**src/rtl/rng_regctl_pkg.sv**
```systemverilog
// Shared constants and types of the random number register controller.
// Assumes a word-addressed bus with four registers.
package rng_regctl_pkg;
    localparam logic [1:0] A_CTRL = 2'd0;
    localparam logic [1:0] A_STAT = 2'd1;
    localparam logic [1:0] A_DATA = 2'd2;
    localparam logic [1:0] A_HTST = 2'd3;

    localparam int unsigned CB_EN   = 0;
    localparam int unsigned CB_IE   = 1;
    localparam int unsigned CB_CED  = 2;
    localparam int unsigned CB_COND = 3;
    localparam int unsigned CFG_LSB = 4;
    localparam int unsigned CFG_W   = 14;

    localparam int unsigned SB_CLK  = 1;

    typedef enum logic [1:0] {
        CS_IDLE,
        CS_ENTER,
        CS_ACTIVE,
        CS_LEAVE
    } cond_state_e;
endpackage

```
**src/rtl/rng_cond_fsm.sv**
```systemverilog
// Conditioning-reset sequencer. Enters conditioning LAT+1 cycles after the
// request rises and leaves LAT+1 cycles after it falls. Assumes LAT >= 1.
module rng_cond_fsm
    import rng_regctl_pkg::*;
#(
    parameter int unsigned LAT = 4
) (
    input  logic        clk,
    input  logic        rst_n,
    input  logic        req_i,
    output cond_state_e state_o,
    output logic        rb_o,
    output logic        active_o,
    output logic        done_o
);
    localparam int unsigned CW = $clog2(LAT + 1);

    cond_state_e   state_q;
    logic [CW-1:0] cnt_q;

    // Walk the enter / active / leave phases with a latency counter.
    always_ff @(posedge clk) begin
        if (!rst_n) begin
            state_q <= CS_IDLE;
            cnt_q   <= '0;
        end else begin
            unique case (state_q)
                CS_IDLE: if (req_i) begin
                    state_q <= CS_ENTER;
                    cnt_q   <= CW'(LAT - 1);
                end
                CS_ENTER: if (cnt_q == '0) state_q <= CS_ACTIVE;
                          else cnt_q <= cnt_q - 1'b1;
                CS_ACTIVE: if (!req_i) begin
                    state_q <= CS_LEAVE;
                    cnt_q   <= CW'(LAT - 1);
                end
                CS_LEAVE: if (cnt_q == '0) state_q <= CS_IDLE;
                          else cnt_q <= cnt_q - 1'b1;
                default: state_q <= CS_IDLE;
            endcase
        end
    end

    assign state_o  = state_q;
    assign rb_o     = (state_q == CS_ACTIVE) || (state_q == CS_LEAVE);
    assign active_o = (state_q == CS_ACTIVE);
    assign done_o   = (state_q == CS_LEAVE) && (cnt_q == '0);
endmodule

```
**src/rtl/rng_entropy_src.sv**
```systemverilog
// Stand-in entropy source: a Galois LFSR stepped once per cycle while a
// refill runs. A refill starts when the buffer is empty and takes
// FILL_CYCLES steps, pushing one word every FILL_CYCLES/DEPTH steps.
// Assumes FILL_CYCLES is a multiple of DEPTH and POLY keeps the state nonzero.
module rng_entropy_src #(
    parameter int unsigned W           = 32,
    parameter int unsigned DEPTH       = 4,
    parameter int unsigned FILL_CYCLES = 16,
    parameter logic [W-1:0] POLY       = 32'h8020_0003,
    parameter logic [W-1:0] SEED       = 32'h1ACE_B00C
) (
    input  logic         clk,
    input  logic         rst_n,
    input  logic         run_i,
    input  logic         abort_i,
    input  logic         buf_empty_i,
    output logic         push_o,
    output logic [W-1:0] word_o
);
    localparam int unsigned STEP = FILL_CYCLES / DEPTH;
    localparam int unsigned FC_W = $clog2(FILL_CYCLES + 1);
    localparam int unsigned SB_W = $clog2(STEP + 1);

    logic [W-1:0]    lfsr_q, lfsr_nx;
    logic [FC_W-1:0] fill_q;
    logic [SB_W-1:0] sub_q;
    logic            active, step;

    // Next LFSR state, shifting right with the feedback mask.
    always_comb begin
        lfsr_nx = {1'b0, lfsr_q[W-1:1]} ^ (lfsr_q[0] ? POLY : '0);
    end

    assign active = (fill_q != '0) || buf_empty_i;
    assign step   = run_i && active && !abort_i;
    assign push_o = step && (sub_q == SB_W'(STEP - 1));
    assign word_o = lfsr_nx;

    // Advance the LFSR and the refill counters.
    always_ff @(posedge clk) begin
        if (!rst_n) begin
            lfsr_q <= SEED;
            fill_q <= '0;
            sub_q  <= '0;
        end else if (abort_i) begin
            fill_q <= '0;
            sub_q  <= '0;
        end else if (step) begin
            lfsr_q <= lfsr_nx;
            fill_q <= (fill_q == FC_W'(FILL_CYCLES - 1)) ? '0 : fill_q + 1'b1;
            sub_q  <= (sub_q == SB_W'(STEP - 1)) ? '0 : sub_q + 1'b1;
        end
    end
endmodule

```
**src/rtl/rng_outbuf.sv**
```systemverilog
// Output word FIFO. Ready rises when the FIFO fills and falls when it
// empties. A flush empties it at once. Assumes pops occur only while ready.
module rng_outbuf #(
    parameter int unsigned W     = 32,
    parameter int unsigned DEPTH = 4
) (
    input  logic                       clk,
    input  logic                       rst_n,
    input  logic                       push_i,
    input  logic [W-1:0]               push_data_i,
    input  logic                       pop_i,
    input  logic                       flush_i,
    output logic [W-1:0]               head_o,
    output logic [$clog2(DEPTH+1)-1:0] count_o,
    output logic                       empty_o,
    output logic                       ready_o
);
    localparam int unsigned CW = $clog2(DEPTH + 1);
    localparam int unsigned PW = (DEPTH > 1) ? $clog2(DEPTH) : 1;

    logic [W-1:0]  mem_q [DEPTH];
    logic [PW-1:0] wp_q, rp_q;
    logic [CW-1:0] cnt_q, cnt_nx;
    logic          rdy_q;

    assign cnt_nx = cnt_q + CW'(push_i) - CW'(pop_i);

    // Store pushed words and track pointers, fill level and ready.
    always_ff @(posedge clk) begin
        if (!rst_n || flush_i) begin
            for (int i = 0; i < DEPTH; i++) mem_q[i] <= '0;
            wp_q  <= '0;
            rp_q  <= '0;
            cnt_q <= '0;
            rdy_q <= 1'b0;
        end else begin
            if (push_i) begin
                mem_q[wp_q] <= push_data_i;
                wp_q <= (wp_q == PW'(DEPTH - 1)) ? '0 : wp_q + 1'b1;
            end
            if (pop_i) rp_q <= (rp_q == PW'(DEPTH - 1)) ? '0 : rp_q + 1'b1;
            cnt_q <= cnt_nx;
            if (cnt_nx == CW'(DEPTH)) rdy_q <= 1'b1;
            else if (cnt_nx == '0)    rdy_q <= 1'b0;
        end
    end

    assign head_o  = mem_q[rp_q];
    assign count_o = cnt_q;
    assign empty_o = (cnt_q == '0);
    assign ready_o = rdy_q;
endmodule

```
**src/rtl/rng_ht_reg.sv**
```systemverilog
// Magic-locked health-test setting. A magic write unlocks only the next bus
// access. An unlocked write lands only during conditioning, and a locked read
// yields zero.
module rng_ht_reg #(
    parameter int unsigned W    = 32,
    parameter logic [W-1:0] MAGIC = 32'h1759_0ABC,
    parameter logic [W-1:0] INIT  = 32'h0000_72A5
) (
    input  logic         clk,
    input  logic         rst_n,
    input  logic         any_acc_i,
    input  logic         sel_i,
    input  logic         we_i,
    input  logic [W-1:0] wdata_i,
    input  logic         cond_active_i,
    output logic [W-1:0] rd_val_o,
    output logic [W-1:0] ht_o
);
    logic         unlk_q;
    logic [W-1:0] ht_q;

    // Arm the unlock on a locked magic write; any access consumes it.
    always_ff @(posedge clk) begin
        if (!rst_n)         unlk_q <= 1'b0;
        else if (any_acc_i) unlk_q <= sel_i && we_i && !unlk_q && (wdata_i == MAGIC);
    end

    // Store an unlocked write made while conditioning is active.
    always_ff @(posedge clk) begin
        if (!rst_n) ht_q <= INIT;
        else if (any_acc_i && sel_i && we_i && unlk_q && cond_active_i) ht_q <= wdata_i;
    end

    assign rd_val_o = unlk_q ? ht_q : '0;
    assign ht_o     = ht_q;
endmodule

```
**src/rtl/rng_regctl.sv**
```systemverilog
// Register controller of the random number peripheral: bus decode, control
// and status registers, fault flags, interrupt and data path. Assumes one
// bus access per cycle and pulse-style fault inputs.
module rng_regctl
    import rng_regctl_pkg::*;
#(
    parameter int unsigned DATA_W      = 32,
    parameter int unsigned BUF_DEPTH   = 4,
    parameter int unsigned FILL_CYCLES = 16,
    parameter int unsigned COND_LAT    = 4,
    parameter logic [31:0] LFSR_POLY   = 32'h8020_0003,
    parameter logic [31:0] LFSR_SEED   = 32'h1ACE_B00C,
    parameter logic [31:0] HT_MAGIC    = 32'h1759_0ABC,
    parameter logic [31:0] HT_INIT     = 32'h0000_72A5
) (
    input  logic              clk,
    input  logic              rst_n,
    input  logic              bus_en,
    input  logic              bus_we,
    input  logic [1:0]        bus_addr,
    input  logic [DATA_W-1:0] bus_wdata,
    output logic [DATA_W-1:0] bus_rdata,
    output logic              irq_o,
    input  logic              seed_fault_i,
    input  logic              clk_fault_i
);
    localparam int unsigned CNT_W = $clog2(BUF_DEPTH + 1);

    logic             gen_en_q, ie_q, ced_q, cond_req_q;
    logic [CFG_W-1:0] cfg_q;
    logic             clk_flag_q, seed_flag_q, seed_now_q;
    logic [DATA_W-1:0] rdata_q;

    cond_state_e      cond_state;
    logic             cond_rb, cond_active, cond_done;
    logic             wr_ctrl, wr_stat, rd_acc, pop, flush, can_gen;
    logic             push, buf_empty, rdy;
    logic [DATA_W-1:0] push_word, head, ht_rd, ht_val;
    logic [CNT_W-1:0] buf_count;
    logic [DATA_W-1:0] ctrl_rb, stat_rb;

    assign wr_ctrl = bus_en && bus_we && (bus_addr == A_CTRL);
    assign wr_stat = bus_en && bus_we && (bus_addr == A_STAT);
    assign rd_acc  = bus_en && !bus_we;
    assign pop     = rd_acc && (bus_addr == A_DATA) && rdy;
    assign flush   = seed_fault_i || (cond_state != CS_IDLE);
    assign can_gen = gen_en_q && !seed_now_q && (cond_state == CS_IDLE);

    rng_cond_fsm #(.LAT(COND_LAT)) u_cond (
        .clk      (clk),
        .rst_n    (rst_n),
        .req_i    (cond_req_q),
        .state_o  (cond_state),
        .rb_o     (cond_rb),
        .active_o (cond_active),
        .done_o   (cond_done)
    );

    rng_entropy_src #(
        .W(DATA_W), .DEPTH(BUF_DEPTH), .FILL_CYCLES(FILL_CYCLES),
        .POLY(LFSR_POLY), .SEED(LFSR_SEED)
    ) u_src (
        .clk         (clk),
        .rst_n       (rst_n),
        .run_i       (can_gen),
        .abort_i     (flush),
        .buf_empty_i (buf_empty),
        .push_o      (push),
        .word_o      (push_word)
    );

    rng_outbuf #(.W(DATA_W), .DEPTH(BUF_DEPTH)) u_buf (
        .clk         (clk),
        .rst_n       (rst_n),
        .push_i      (push),
        .push_data_i (push_word),
        .pop_i       (pop),
        .flush_i     (flush),
        .head_o      (head),
        .count_o     (buf_count),
        .empty_o     (buf_empty),
        .ready_o     (rdy)
    );

    rng_ht_reg #(.W(DATA_W), .MAGIC(HT_MAGIC), .INIT(HT_INIT)) u_ht (
        .clk           (clk),
        .rst_n         (rst_n),
        .any_acc_i     (bus_en),
        .sel_i         (bus_addr == A_HTST),
        .we_i          (bus_we),
        .wdata_i       (bus_wdata),
        .cond_active_i (cond_active),
        .rd_val_o      (ht_rd),
        .ht_o          (ht_val)
    );

    // Control register; configuration only lands with the conditioning bit.
    always_ff @(posedge clk) begin
        if (!rst_n) begin
            gen_en_q   <= 1'b0;
            ie_q       <= 1'b0;
            ced_q      <= 1'b0;
            cond_req_q <= 1'b0;
            cfg_q      <= '0;
        end else if (wr_ctrl) begin
            gen_en_q   <= bus_wdata[CB_EN];
            ie_q       <= bus_wdata[CB_IE];
            ced_q      <= bus_wdata[CB_CED];
            cond_req_q <= bus_wdata[CB_COND];
            if (bus_wdata[CB_COND]) cfg_q <= bus_wdata[CFG_LSB +: CFG_W];
        end
    end

    // Fault flags with their separate set and clear rules.
    always_ff @(posedge clk) begin
        if (!rst_n) begin
            clk_flag_q  <= 1'b0;
            seed_flag_q <= 1'b0;
            seed_now_q  <= 1'b0;
        end else begin
            if (clk_fault_i && !ced_q)               clk_flag_q <= 1'b1;
            else if (wr_stat && !bus_wdata[SB_CLK])  clk_flag_q <= 1'b0;
            if (seed_fault_i)                  seed_flag_q <= 1'b1;
            else if (cond_state == CS_ENTER)   seed_flag_q <= 1'b0;
            if (seed_fault_i)   seed_now_q <= 1'b1;
            else if (cond_done) seed_now_q <= 1'b0;
        end
    end

    always_comb begin
        ctrl_rb = '0;
        ctrl_rb[CB_EN]   = gen_en_q;
        ctrl_rb[CB_IE]   = ie_q;
        ctrl_rb[CB_CED]  = ced_q;
        ctrl_rb[CB_COND] = cond_rb;
        ctrl_rb[CFG_LSB +: CFG_W] = cfg_q;
        stat_rb = {{(DATA_W-4){1'b0}}, seed_now_q, seed_flag_q, clk_flag_q, rdy};
    end

    // Registered read data mux.
    always_ff @(posedge clk) begin
        if (!rst_n) rdata_q <= '0;
        else if (rd_acc) begin
            unique case (bus_addr)
                A_CTRL:  rdata_q <= ctrl_rb;
                A_STAT:  rdata_q <= stat_rb;
                A_DATA:  rdata_q <= rdy ? head : '0;
                default: rdata_q <= ht_rd;
            endcase
        end
    end

    assign bus_rdata = rdata_q;
    assign irq_o     = ie_q && (rdy || clk_flag_q || seed_flag_q);
endmodule

```
**config.mk**
```make
export PLATFORM = sky130hd
export DESIGN_NAME = rng_regctl
export DESIGN_NICKNAME = d
export VERILOG_FILES = /design/src/rtl/rng_regctl_pkg.sv /design/src/rtl/rng_cond_fsm.sv /design/src/rtl/rng_entropy_src.sv /design/src/rtl/rng_outbuf.sv /design/src/rtl/rng_ht_reg.sv /design/src/rtl/rng_regctl.sv
export SDC_FILE = /design/constraint.sdc
export NUM_CORES = 1
export LEC_CHECK = 0
export BUFFER_PORTS_ARGS = -buffer_cell sky130_fd_sc_hd__buf_2
export CORE_ASPECT_RATIO = 1.1
export CORE_UTILIZATION = 35
export CTS_CLUSTER_SIZE = 30
export DETAILED_ROUTE_END_ITERATION = 16
export SLEW_MARGIN = 20
export SYNTH_ARGS = -nofsm -noshare
export SYNTH_HDL_FRONTEND = slang
export SYNTH_SLANG_ARGS = --single-unit
```
**constraint.sdc**
```tcl
create_clock -name clk -period 4.7 [get_ports clk]
set_input_delay 0.94 -clock clk [delete_from_list [all_inputs] [get_ports clk]]
set_output_delay 0.94 -clock clk [all_outputs]
set_load 0.02 [all_outputs]
```
======== Yosys cells after proc, flatten, opt, wreduce, memory -nomap -nowiden ========
Memories as Yosys holds them, arrays and structs flattened. A register that Yosys moved wholly into a read port is not among the register bits.
Cells that the tools add are included.
storage, ports and cells
  bits of input ports ..................... 40
  memories ................................ 1
  word-level logic and storage cells ...... 136
  flip-flop bits (word level) ............. 139
  output and inout bits ................... 33
  bits in writable memories ............... 128
operators by class
  bitwise logic cells ..................... 3
  mux-type cells .......................... 35
  eq/ne operators ......................... 17
  reductions and logical operators ........ 53
  add/sub/neg operators ................... 7
memory list
  name         depth  bits a word  read ports  clocked after Yosys merged registers in  wr ports  RTL line          RTL
  u_buf.mem_q  4      32           1           1                                        4         rng_outbuf.sv:21  logic [W-1:0] mem_q [DEPTH];
operators with widths
  cell                                             count
  2-to-1 mux 32 bit                                4
  one-hot mux 32 bit (3 select lines)              1
  == test 32 x 29 -> 1 bit, second input constant  1
  OR reduction 32 bit                              1
  bitwise XOR 31 x 32 -> 32 bit                    1
  logical AND 1 bit                                22
  2-to-1 mux 2 bit                                 9
  2-to-1 mux 1 bit                                 14
  == test 2 bit, second input constant             6
  2-to-1 mux 3 bit                                 4
  nonzero test 2 bit                               5
  zero test 3 bit                                  3
  one-hot mux 3 bit (3 select lines)               1
  one-hot mux 2 bit (4 select lines)               1
  zero test 1 bit                                  7
  logical OR 1 bit                                 6
  != test 2 bit, second input constant             3
  adder 5 x 1 -> 5 bit, second input constant      1
  == test 5 x 4 -> 1 bit, second input constant    1
  2-to-1 mux 5 bit                                 1
  nonzero test 5 bit                               1
  adder 2 x 1 -> 2 bit, second input constant      2
  == test 2 x 1 -> 1 bit, second input constant    2
  zero test 2 bit                                  2
  other kinds (12)                                 16

======== Depth between registers and ports, before layout ========
Gate-level depths: netlist of run 1.
  depth after elaboration ................. 11
  depth in mapped cells ................... 14
  mapped depth without buffers ............ 13

======== Cells and area by module ========
A second synthesis of run 1 with hierarchy kept.
unflattened totals
  cell total of the unflattened synthesis .. 1088
  area, all modules ....................... 12250.5 um2
modules (own cells, without submodules)
  module           area an instance (um2)  cells an instance  times used  sequential area each (um2)
  rng_outbuf       5972.0                  361                1           4043.9
  rng_regctl       2626.3                  278                1           1061.0
  rng_entropy_src  1790.5                  218                1           800.8
  rng_ht_reg       1508.9                  191                1           660.6
  rng_cond_fsm     352.8                   40                 1           100.1

======== Least setup slack after synthesis of run 1 ========
No wires, ideal clock.
  kind .................................... input to register
  start point ............................. input port seed_fault_i
  end point ............................... memory u_buf.mem_q[3][0] (enable)
  arrival time ............................ 3823 ps
  path slack .............................. 412 ps
  stages .................................. 3
  data required time ...................... 4234 ps
  cells stage by stage .................... and4bb_2 o211ai_1 o21ai_0
RTL lines
  element             RTL line          RTL
  start: declaration  rng_regctl.sv:24  input logic seed_fault_i,
  end: declaration    rng_outbuf.sv:21

==> results of run 1 <==
[power breakdown]
| part | total [mW] | switching (mW) | leakage, nW | internal (mW) |
|---|---|---|---|---|
| clock | 2.20 | 0.895 | 0.448 | 1.30 |
| sequential | 2.76 | 0.0705 | 2.59 | 2.69 |
| combinational | 0.477 | 0.306 | 1.98 | 0.171 |
[state kept, by name, indices dropped and copies added, names as in the netlist, 2 cells and up, named ones only]
register / cells
bus_rdata: 32
cfg_q: 14
u_buf.count_o: 3
u_buf.mem_q: 128
u_buf.rp_q: 2
u_buf.wp_q: 2
u_cond.cnt_q: 3
u_cond.state_o: 2
u_ht.ht_o: 32
u_src.fill_q: 5
u_src.lfsr_q: 32
u_src.sub_q: 3
[metrics by stage]
stage	instances	area, um^2	power [mW]
after CTS	1512	13100	5.50
after global routing	1512	13100	5.65
after global placement	1463	12200	3.28
after floorplan	1021	11500	3.10
after detailed placement	1463	12200	3.30
final	1512	13100	5.44
[worst max-delay path: cells and delay by family (launching register included)]
| kind | cells | cell delay (ns) |
|---|---|---|
| and+or+nand+nor | 3 | 1.10 |
| AOI/OAI and AO/OA | 1 | 0.69 |
| buffers and inverters | 2 | 0.55 |
| DFF | 1 | 0.33 |
| adders and majority gates | 1 | 0.24 |
[cell type report]
cell class	count	area share
Clock buffer	31	0.0542
Sequential cell	269	0.507
Tap cell	426	0.0406
Multi-Input combinational cell	665	0.340
Clock inverter	18	0.0147
Inverter	10	0.00286
Timing Repair Buffer	93	0.0406
[cell families after synthesis]
logic type      Yosys count  share of synthesized area
xor+xnor                  5                    0.00381
simple gates            429                      0.189
fa+ha+maj                15                     0.0170
compound gates          173                      0.105
mux                      43                     0.0713
flops                   269                      0.580
buf+inv                  87                     0.0337
[synth_stat cells (5+ instances only)]
master / n / area (um^2)
buf_6: 6 / 67.6
dfxtp_1: 141 / 2820
buf_2: 12 / 60.1
and2_1: 114 / 713
a21boi_0: 56 / 420
nand3b_1: 5 / 37.5
o21a_1: 5 / 37.5
inv_1: 10 / 37.5
clkbuf_1: 57 / 214
a221oi_1: 28 / 245
nand4b_1: 5 / 43.8
o21ai_0: 37 / 185
a21oi_1: 30 / 150
nor2_1: 37 / 139
ha_1: 14 / 175
nor2b_1: 9 / 56.3
nand3_1: 42 / 210
mux4_2: 31 / 698
xnor2_1: 5 / 43.8
edfxtp_1: 128 / 3840
nand2_1: 181 / 679
mux2i_1: 11 / 110
[worst max-delay path by stage]
stage	startpoint	to	slack (ns)	cells after the start
global placement	seed_fault_i	u_buf.mem_q[1][8]	1.04	6
finish	u_cond.state_o[0]	u_buf.mem_q[1][1]	1.41	7
CTS	u_cond.state_o[0]	u_buf.mem_q[1][1]	1.41	7
floorplan	seed_fault_i	u_buf.mem_q[3][0]	0.41	3
detailed placement	seed_fault_i	u_buf.mem_q[1][7]	1.01	6
global route	u_cond.state_o[0]	u_buf.mem_q[1][0]	1.17	7
[metal layers]
layer	track usage	up-vias	share of wire
li1	-	3698	-
met1	0.215	3720	0.44
met2	0.283	194	0.49
met3	0.0184	34	0.046
met4	0.0512	0	0.023
met5	0	-	0
==> run_results.csv, run 1 <==
group,metric,value,unit
critical_path,end_kind,"register",
finish,synthToLayoutAreaGrowth,14.4,%
logic_synthesis,synth_area_per_cell,11.3,um^2
cts,clock_sinks,269,
sta,hold_violations,0,
logic_synthesis,async_flop_share,0,
placement,gp_congestion,0.822,
routing,wl,27600,um
finish,final_common_cell,"nand2_1",
cts,cts_tree,"yes",
critical_path,r2r_end,"u_buf.mem_q[1][1]",
cts,cts_made_buffers,27,
critical_path,cp.arrival,3.47,ns
placement,dp_hpwl,17500,um
routing,first_iter_violations,647,
grt,antenna_found_initial,0,
floorplan,num_rows,69,
floorplan,die-height,192,um
grt,grt_pass1_vias,7313,
placement,place_ws,1.01,ns
sta,fin_tns_setup,0,ns
run_status,outcome,"finished clean",
power_and_ir_drop,p_leak,5.02,nW
logic_synthesis,synth_cell_types,53,
sta,fin_crit_sh,0.699,
sta,layout_setup_ws,1.41,ns
logic_synthesis,syn_area,11500,um^2
routing,vias_per_cell,5.06,
sta,worst_pin_slew,0.955,ns
sta,rsz0062_at_grt,"false",
grt,grt_max_degree,93,
routing,routedWlPerCell,18.3,um
grt,track_usage,0.164,
cts,cts_root_buf,"clkbuf_16",
sta,relSlewSlack,0.363,
logic_synthesis,ys_seq_area_frac,0.580,
floorplan,core-area,32300,um^2
min_path,min-delay-start,"u_src.sub_q[2]",
sta,finalSetupViolations,0,
critical_path,rr_startpoint,"u_cond.state_o[0]",
job,maxCapViolations,0,
floorplan,initial_core_util,0.356,
logic_synthesis,synth_nets,1076,
finish,n_fill_cell,3091,
cts,clk_path_buf_depth,3,
logic_synthesis,ys.warnings.count,0,
finish,seq_area,6670,um^2
sta,fmax,0.304,GHz
critical_path,worst-r2r-setup-slack,1.41,ns
critical_path,reg2reg_depth,7,
grt,grt_pass1_wl,42900,um
critical_path,max_stage_delay,0.69,ns
floorplan,io_pins,73,
cts,cts_setup_buffers,0,
logic_synthesis,syn_inst,1021,
cts,h-tree-depth,1,
cts,ctsResizeCount,0,
floorplan,die_w,175,um
routing,drcViolationCount,0,
finish,num-nets-final,1121,
grt,globalRoute.totalOverflow,0,
cts,hold_buffers,0,
sta,finalHoldWorstSlack,0.432,ns
min_path,hold_class,"register to register",
finish,num_antenna_cells,0,
cts,path_clk_slew,0.06,ns
sta,fin_skew,0.0122,ns
critical_path,cpMaxStageDelayCell,"o2111a_1",
routing,antenna_left,0,
critical_path,critPathRequiredTime,4.88,ns
logic_synthesis,synth_enable_flop_cells,128,
routing,dr_total_vias,7646,
finish,drive_above_1_share,0.171,
logic_synthesis,synthFlopType,"dfxtp_1",
sta,finalCriticalPeriod,3.29,ns
min_path,hold-path-endpoint,"u_src.sub_q[2]",
floorplan,die-area,33600,um^2
finish,final_cell_mix,"nand2_1 (181), dfxtp_1 (140), edfxtp_1 (128), and2_1 (114), buf_2 (71)",
finish,multi_input_area,4470,um^2
placement,io_buffers,72,
sta,slew_viol_final,0,
critical_path,path_cells,"inv_1 -> ha_1 -> and3b_1 -> o2111a_1 -> nand3b_1 -> nand2_1 -> buf_4",
power_and_ir_drop,irDropWorstVdd,0.226,mV
min_path,holdPathStages,2,
critical_path,path_max_fanout,27,
critical_path,criticalPathCategory,"register to register",
critical_path,cp-start-kind,"register",
cts,clkLatencyLatePin,0.53,ns
finish,fin_util,0.407,
power_and_ir_drop,p_per_area,414,nW/um^2
logic_synthesis,yosys_register_bits,269,
routing,drt-pass1-iter-count,5,
No activity file was read; power rests on OpenSTA's default activity.
==> run 2: changes to the inputs <==
Clock period 4.7 ns to 3 ns, I/O delays scaled along.
==> run_results.csv, run 2 (synthesis results as in run 1) <==
group,metric,value,unit
power_and_ir_drop,intPower,6.36,mW
power_and_ir_drop,power_frac_comb,0.096,
grt,grt_pass1_wl,43100,um
routing,routedWlPerCell,18.1,um
grt,grt_max_degree,76,
routing,first_iter_violations,447,
floorplan,initial_core_util,0.356,
finish,final_common_cell,"nand2_1",
finish,postLayoutCellArea,13200,um^2
sta,finalCriticalPeriod,2.75,ns
sta,finalSetupViolations,0,
min_path,holdPathStages,3,
critical_path,r2r_end,"u_buf.ready_o",
grt,grt_pass1_vias,7516,
routing,drcViolationCount,0,
sta,worst_pin_slew,0.759,ns
finish,fin_util,0.410,
routing,vias_per_cell,5.06,
placement,io_buffers,72,
floorplan,die_w,175,um
sta,rsz0062_at_grt,"false",
grt,antenna_found_initial,0,
power_and_ir_drop,p_clk_frac,0.387,
placement,gp_congestion,0.808,
floorplan,die-area,33600,um^2
sta,fmax,0.364,GHz
power_and_ir_drop,power_switching,2.01,mW
grt,globalRoute.totalOverflow,0,
power_and_ir_drop,p_sw_frac,0.240,
floorplan,num_rows,69,
cts,path_clk_slew,0.06,ns
floorplan,die-height,192,um
cts,cts_made_buffers,26,
finish,largest_reg_flops,128,
cts,clk_path_buf_depth,3,
critical_path,worst-r2r-setup-slack,0.25,ns
finish,final_cell_mix,"nand2_1 (181), dfxtp_1 (140), edfxtp_1 (128), and2_1 (114), buf_2 (71)",
critical_path,reg2reg_depth,12,
sta,hold_violations,0,
finish,num_antenna_cells,0,
placement,dp_hpwl,17600,um
sta,fin_crit_sh,0.916,
finish,top_register,"u_buf.mem_q",
run_status,outcome,"finished clean",
min_path,hold-path-endpoint,"u_ht.ht_o[7]",
power_and_ir_drop,p_per_area,631,nW/um^2
cts,h-tree-depth,1,
placement,dpl_cell_area,12400,um^2
critical_path,critPathRequiredTime,3.43,ns
floorplan,core-area,32300,um^2
finish,drive_above_1_share,0.181,
floorplan,io_pins,73,
cts,cts_tree,"yes",
sta,relSlewSlack,0.493,
critical_path,criticalPathCategory,"register to register",
routing,wl,27700,um
cts,clkLatencyLatePin,0.54,ns
sta,slew_viol_final,0,
finish,synthToLayoutAreaGrowth,15.3,%
critical_path,cp.arrival,3.18,ns
critical_path,path_max_fanout,4,
power_and_ir_drop,p_leak,5.09,nW
cts,hold_buffers,0,
critical_path,rr_startpoint,"u_src.fill_q[0]",
critical_path,end_kind,"register",
job,maxCapViolations,0,
critical_path,cp-start-kind,"register",
routing,dr_total_vias,7736,
routing,antenna_left,0,
sta,fin_tns_setup,0,ns
power_and_ir_drop,irDropWorstVdd,0.370,mV
finish,num-nets-final,1139,
min_path,min-delay-start,"bus_wdata[7]",
routing,drt-pass1-iter-count,5,
cts,clock_sinks,269,
sta,fin_skew,0.0111,ns
power_and_ir_drop,p_total,8.37,mW
grt,track_usage,0.163,
cts,cts_root_buf,"clkbuf_16",
min_path,hold_class,"primary input to register",
power_and_ir_drop,power_frac_seq,0.517,
## run 2: metal layers
| layer | track usage | vias up | wire, um |
|---|---|---|---|
| met4 | 0.0411 | 0 | 404 |
| li1 | - | 3734 | - |
| met3 | 0.0192 | 28 | 1180 |
| met5 | 0 | - | 0 |
| met1 | 0.214 | 3810 | 12300 |
| met2 | 0.286 | 164 | 13800 |
## run 2: metrics by stage
| step | std cells | setup slack (ns) | hold WS (ns) |
|---|---|---|---|
| 5_1_grt | 1530 | 0.0182 | 0.315 |
| 3_5_place_dp | 1482 | 0.235 | 0.425 |
| 2_1_floorplan | 1021 | 0.103 | 0.412 |
| 3_3_place_gp | 1482 | 0.241 | 0.420 |
| 4_1_cts | 1530 | 0.209 | 0.304 |
| 6_report | 1530 | 0.252 | 0.314 |
## run 2: worst max-delay path, cell delays in order (launching register included)
cell and delay [ns]:
dfxtp_1 0.34, inv_1 0.08, ha_1 0.13, or4b_1 0.46, o211ai_1 0.26, ha_1 0.27, inv_1 0.05, ha_1 0.12
inv_1 0.05, fa_1 0.50, nor2b_2 0.16, mux2i_1 0.19, nor2_1 0.05
## run 2: worst max-delay path by stage
stage                    end  depth (start not counted)  slack [ns]            start
3_5_place_dp   u_buf.ready_o                         12        0.23  u_src.fill_q[0]
6_report       u_buf.ready_o                         12        0.25  u_src.fill_q[0]
2_1_floorplan  u_buf.ready_o                         13        0.10  u_src.fill_q[0]
3_3_place_gp   u_buf.ready_o                         12        0.24  u_src.fill_q[0]
4_1_cts        u_buf.ready_o                         12        0.21  u_src.fill_q[0]
5_1_grt        u_buf.ready_o                         12        0.02  u_src.fill_q[0]
## run 2: what timing repair did
| action | 4_1_cts | 5_1_grt |
|---|---|---|
| setup buffers | 0 | 0 |
| resized for setup | 0 | 1 |
| endpoints found under the setup margin | 0 | 1 |
## run 2: layout make-up
| cell class | instances | area (um^2) |
|---|---|---|
| clock inverters | 16 | 138 |
| well taps | 426 | 533 |
| clock buffers | 32 | 703 |
| flip-flops and latches | 269 | 6670 |
| repair buffers | 112 | 701 |
| fillers | 3070 | 19000 |
| multi-input cells | 665 | 4470 |
| inverters | 10 | 37.5 |
## run 2: power groups by stage
stage          Combinational (mW)  Sequential, mW  Clock, mW
4_1_cts                     0.807            4.33       3.30
3_5_place_dp                0.805            4.41          0
6_report                    0.802            4.32       3.24
3_3_place_gp                0.800            4.39          0
5_1_grt                     0.869            4.35       3.45
2_1_floorplan               0.458            4.40          0
==> run 3: changes to the inputs <==
Settings changed: CORE_MARGIN from default to 1.5, MAX_ROUTING_LAYER from default to met4.
Clock period 3 ns to 2.4 ns, I/O delays scaled along.
==> run_results.csv, run 3 (synthesis results as in run 1) <==
group,metric,value,unit
floorplan,num_rows,69,
placement,place_ws,-0.292,ns
critical_path,cp-start-kind,"register",
floorplan,io_pins,73,
floorplan,core-area,32300,um^2
cts,cts_root_buf,"clkbuf_16",
routing,vias_per_cell,5.06,
sta,hold_violations,0,
power_and_ir_drop,power_frac_seq,0.510,
cts,h-tree-depth,1,
finish,top_register,"u_buf.mem_q",
job,maxCapViolations,0,
finish,final_common_cell,"nand2_1",
routing,first_iter_violations,440,
critical_path,crit_top_cell,"inv_2",
critical_path,reg2reg_depth,12,
grt,track_usage,0.170,
finish,final_cell_mix,"nand2_1 (178), dfxtp_1 (138), edfxtp_1 (128), and2_1 (114), buf_2 (71)",
critical_path,critPathRequiredTime,2.80,ns
power_and_ir_drop,p_sw_frac,0.236,
grt,grt_pass1_wl,44100,um
placement,gp_congestion,0.863,
power_and_ir_drop,p_clk_frac,0.387,
placement,io_buffers,72,
sta,finalSetupViolations,2,
run_status,failed_checks,"negative setup slack",
sta,finalHoldWorstSlack,0.204,ns
critical_path,cp.arrival,3.11,ns
power_and_ir_drop,intPower,8.07,mW
cts,cts_tree,"yes",
floorplan,die-height,193,um
floorplan,die-area,33900,um^2
power_and_ir_drop,power_frac_comb,0.103,
grt,antenna_found_initial,0,
power_and_ir_drop,p_leak,5.29,nW
critical_path,end_kind,"register",
finish,drive_above_1_share,0.217,
finish,num_antenna_cells,0,
floorplan,initial_core_util,0.356,
sta,rsz0062_at_grt,"true",
sta,slew_viol_final,0,
critical_path,criticalPathCategory,"register to register",
sta,fmax,0.369,GHz
cts,clkLatencyLatePin,0.53,ns
power_and_ir_drop,power_switching,2.50,mW
critical_path,path_depth,12,
placement,dp_hpwl,18000,um
power_and_ir_drop,irDropWorstVdd,0.407,mV
grt,globalRoute.totalOverflow,0,
placement,dp_cells,1506,
sta,finalCriticalPeriod,2.71,ns
routing,dr_total_vias,7875,
critical_path,path_cells,"inv_2 -> ha_4 -> or4b_4 -> o211ai_1 -> ha_1 -> inv_2 -> ha_4 -> inv_2 -> fa_2 -> nor2b_4 -> mux2i_1 -> nor2_1",
power_and_ir_drop,p_per_area,774,nW/um^2
cts,path_clk_slew,0.07,ns
routing,routedWlPerCell,18.0,um
sta,layout_setup_ws,-0.308,ns
routing,drt-pass1-iter-count,4,
sta,fin_skew,0.0184,ns
finish,instances_no_fill,1555,
routing,drcViolationCount,0,
routing,antenna_left,0,
critical_path,cpMaxStageDelayCell,"fa_2",
critical_path,max_stage_delay,0.53,ns
cts,hold_buffers,0,
cts,clk_path_buf_depth,3,
floorplan,die_w,176,um
run_status,outcome,"finished, violations left",
critical_path,cp_top_family,"adder cells",
grt,grt_max_degree,90,
critical_path,crit_buf_inv,3,
cts,clock_sinks,269,
grt,grt_pass1_vias,7849,
cts,cts_made_buffers,26,
sta,fin_crit_sh,1.13,
routing,wl,28000,um
sta,worst_pin_slew,1.16,ns
critical_path,path_max_fanout,2,
sta,relSlewSlack,0.222,
finish,num-nets-final,1164,
finish,largest_reg_flops,128,
finish,synthToLayoutAreaGrowth,18.9,%
min_path,holdPathStages,3,
min_path,hold_class,"primary input to register",
[run 3: changes by cell type in the layout (fill, tap and decap cells not counted), sizes merged]
cell / change
bufinv: -1
buf: +25
clkinv: -6
clkbuf: +5
inv: +2
[run 3: final cells by class]
type                            instances  area (um^2)
Tap cell                              426          533
Sequential cell                       269         6670
Timing Repair Buffer                  137         1030
Multi-Input combinational cell        665         4540
Inverter                               10         37.5
Clock buffer                           37          774
Clock inverter                         11         82.6
Fill cell                            3014        18600
[run 3: through the flow]
step                      cell area [um^2]  total power, mW  utilization  setup TNS [ns]
after global placement               12700             6.55        0.395           -1.20
after global routing                 13700             10.9        0.423          -0.862
final                                13700             10.6        0.423          -0.488
after detailed placement             12700             6.58        0.395           -1.32
after floorplan                      11500             6.07            -           -2.84
after CTS                            13600             10.7        0.422          -0.522
[run 3: path summary, 6_finish.rpt]
check / startpoint / endpoint / slack, ns
min: bus_wdata[29] / u_ht.ht_o[29] / 0.20
max: u_src.fill_q[1] / u_buf.ready_o / -0.31
max reg2reg: u_src.fill_q[1] / u_buf.ready_o / -0.31
min reg2reg: u_src.sub_q[2] / u_src.sub_q[2] / 0.43
[run 3: power groups by stage]
stage,clock [mW],sequential [mW],combinational [mW]
after floorplan,0,5.49,0.579
after global placement,0,5.48,1.08
after detailed placement,0,5.49,1.09
after CTS,4.17,5.39,1.09
after global routing,4.32,5.43,1.18
final,4.09,5.39,1.09
[run 3: what timing repair did]
| item | in CTS | in global routing |
|---|---|---|
| pin swaps | 1 | 7 |
| setup endpoints to repair | 2 | 38 |
| gates resized for setup | 1 | 12 |
| buffers inserted | 1 | 0 |
[run 3: per-layer routing]
metal,GRT usage,share of wire,vias to the layer above,routed length (um)
li1,-,-,3784,-
met1,0.213,0.45,3901,12500
met2,0.294,0.50,151,13900
met3,0.0157,0.036,39,1010
met4,0.0487,0.020,0,564
met5,-,0,-,0
[run 3: worst min-delay path: cells and delay by family]
family / cells / cell delay [ns]
AOI/OAI and AO/OA: 1 / 0.06
buffers and inverters: 1 / 0.10
and+or+nand+nor: 1 / 0.04
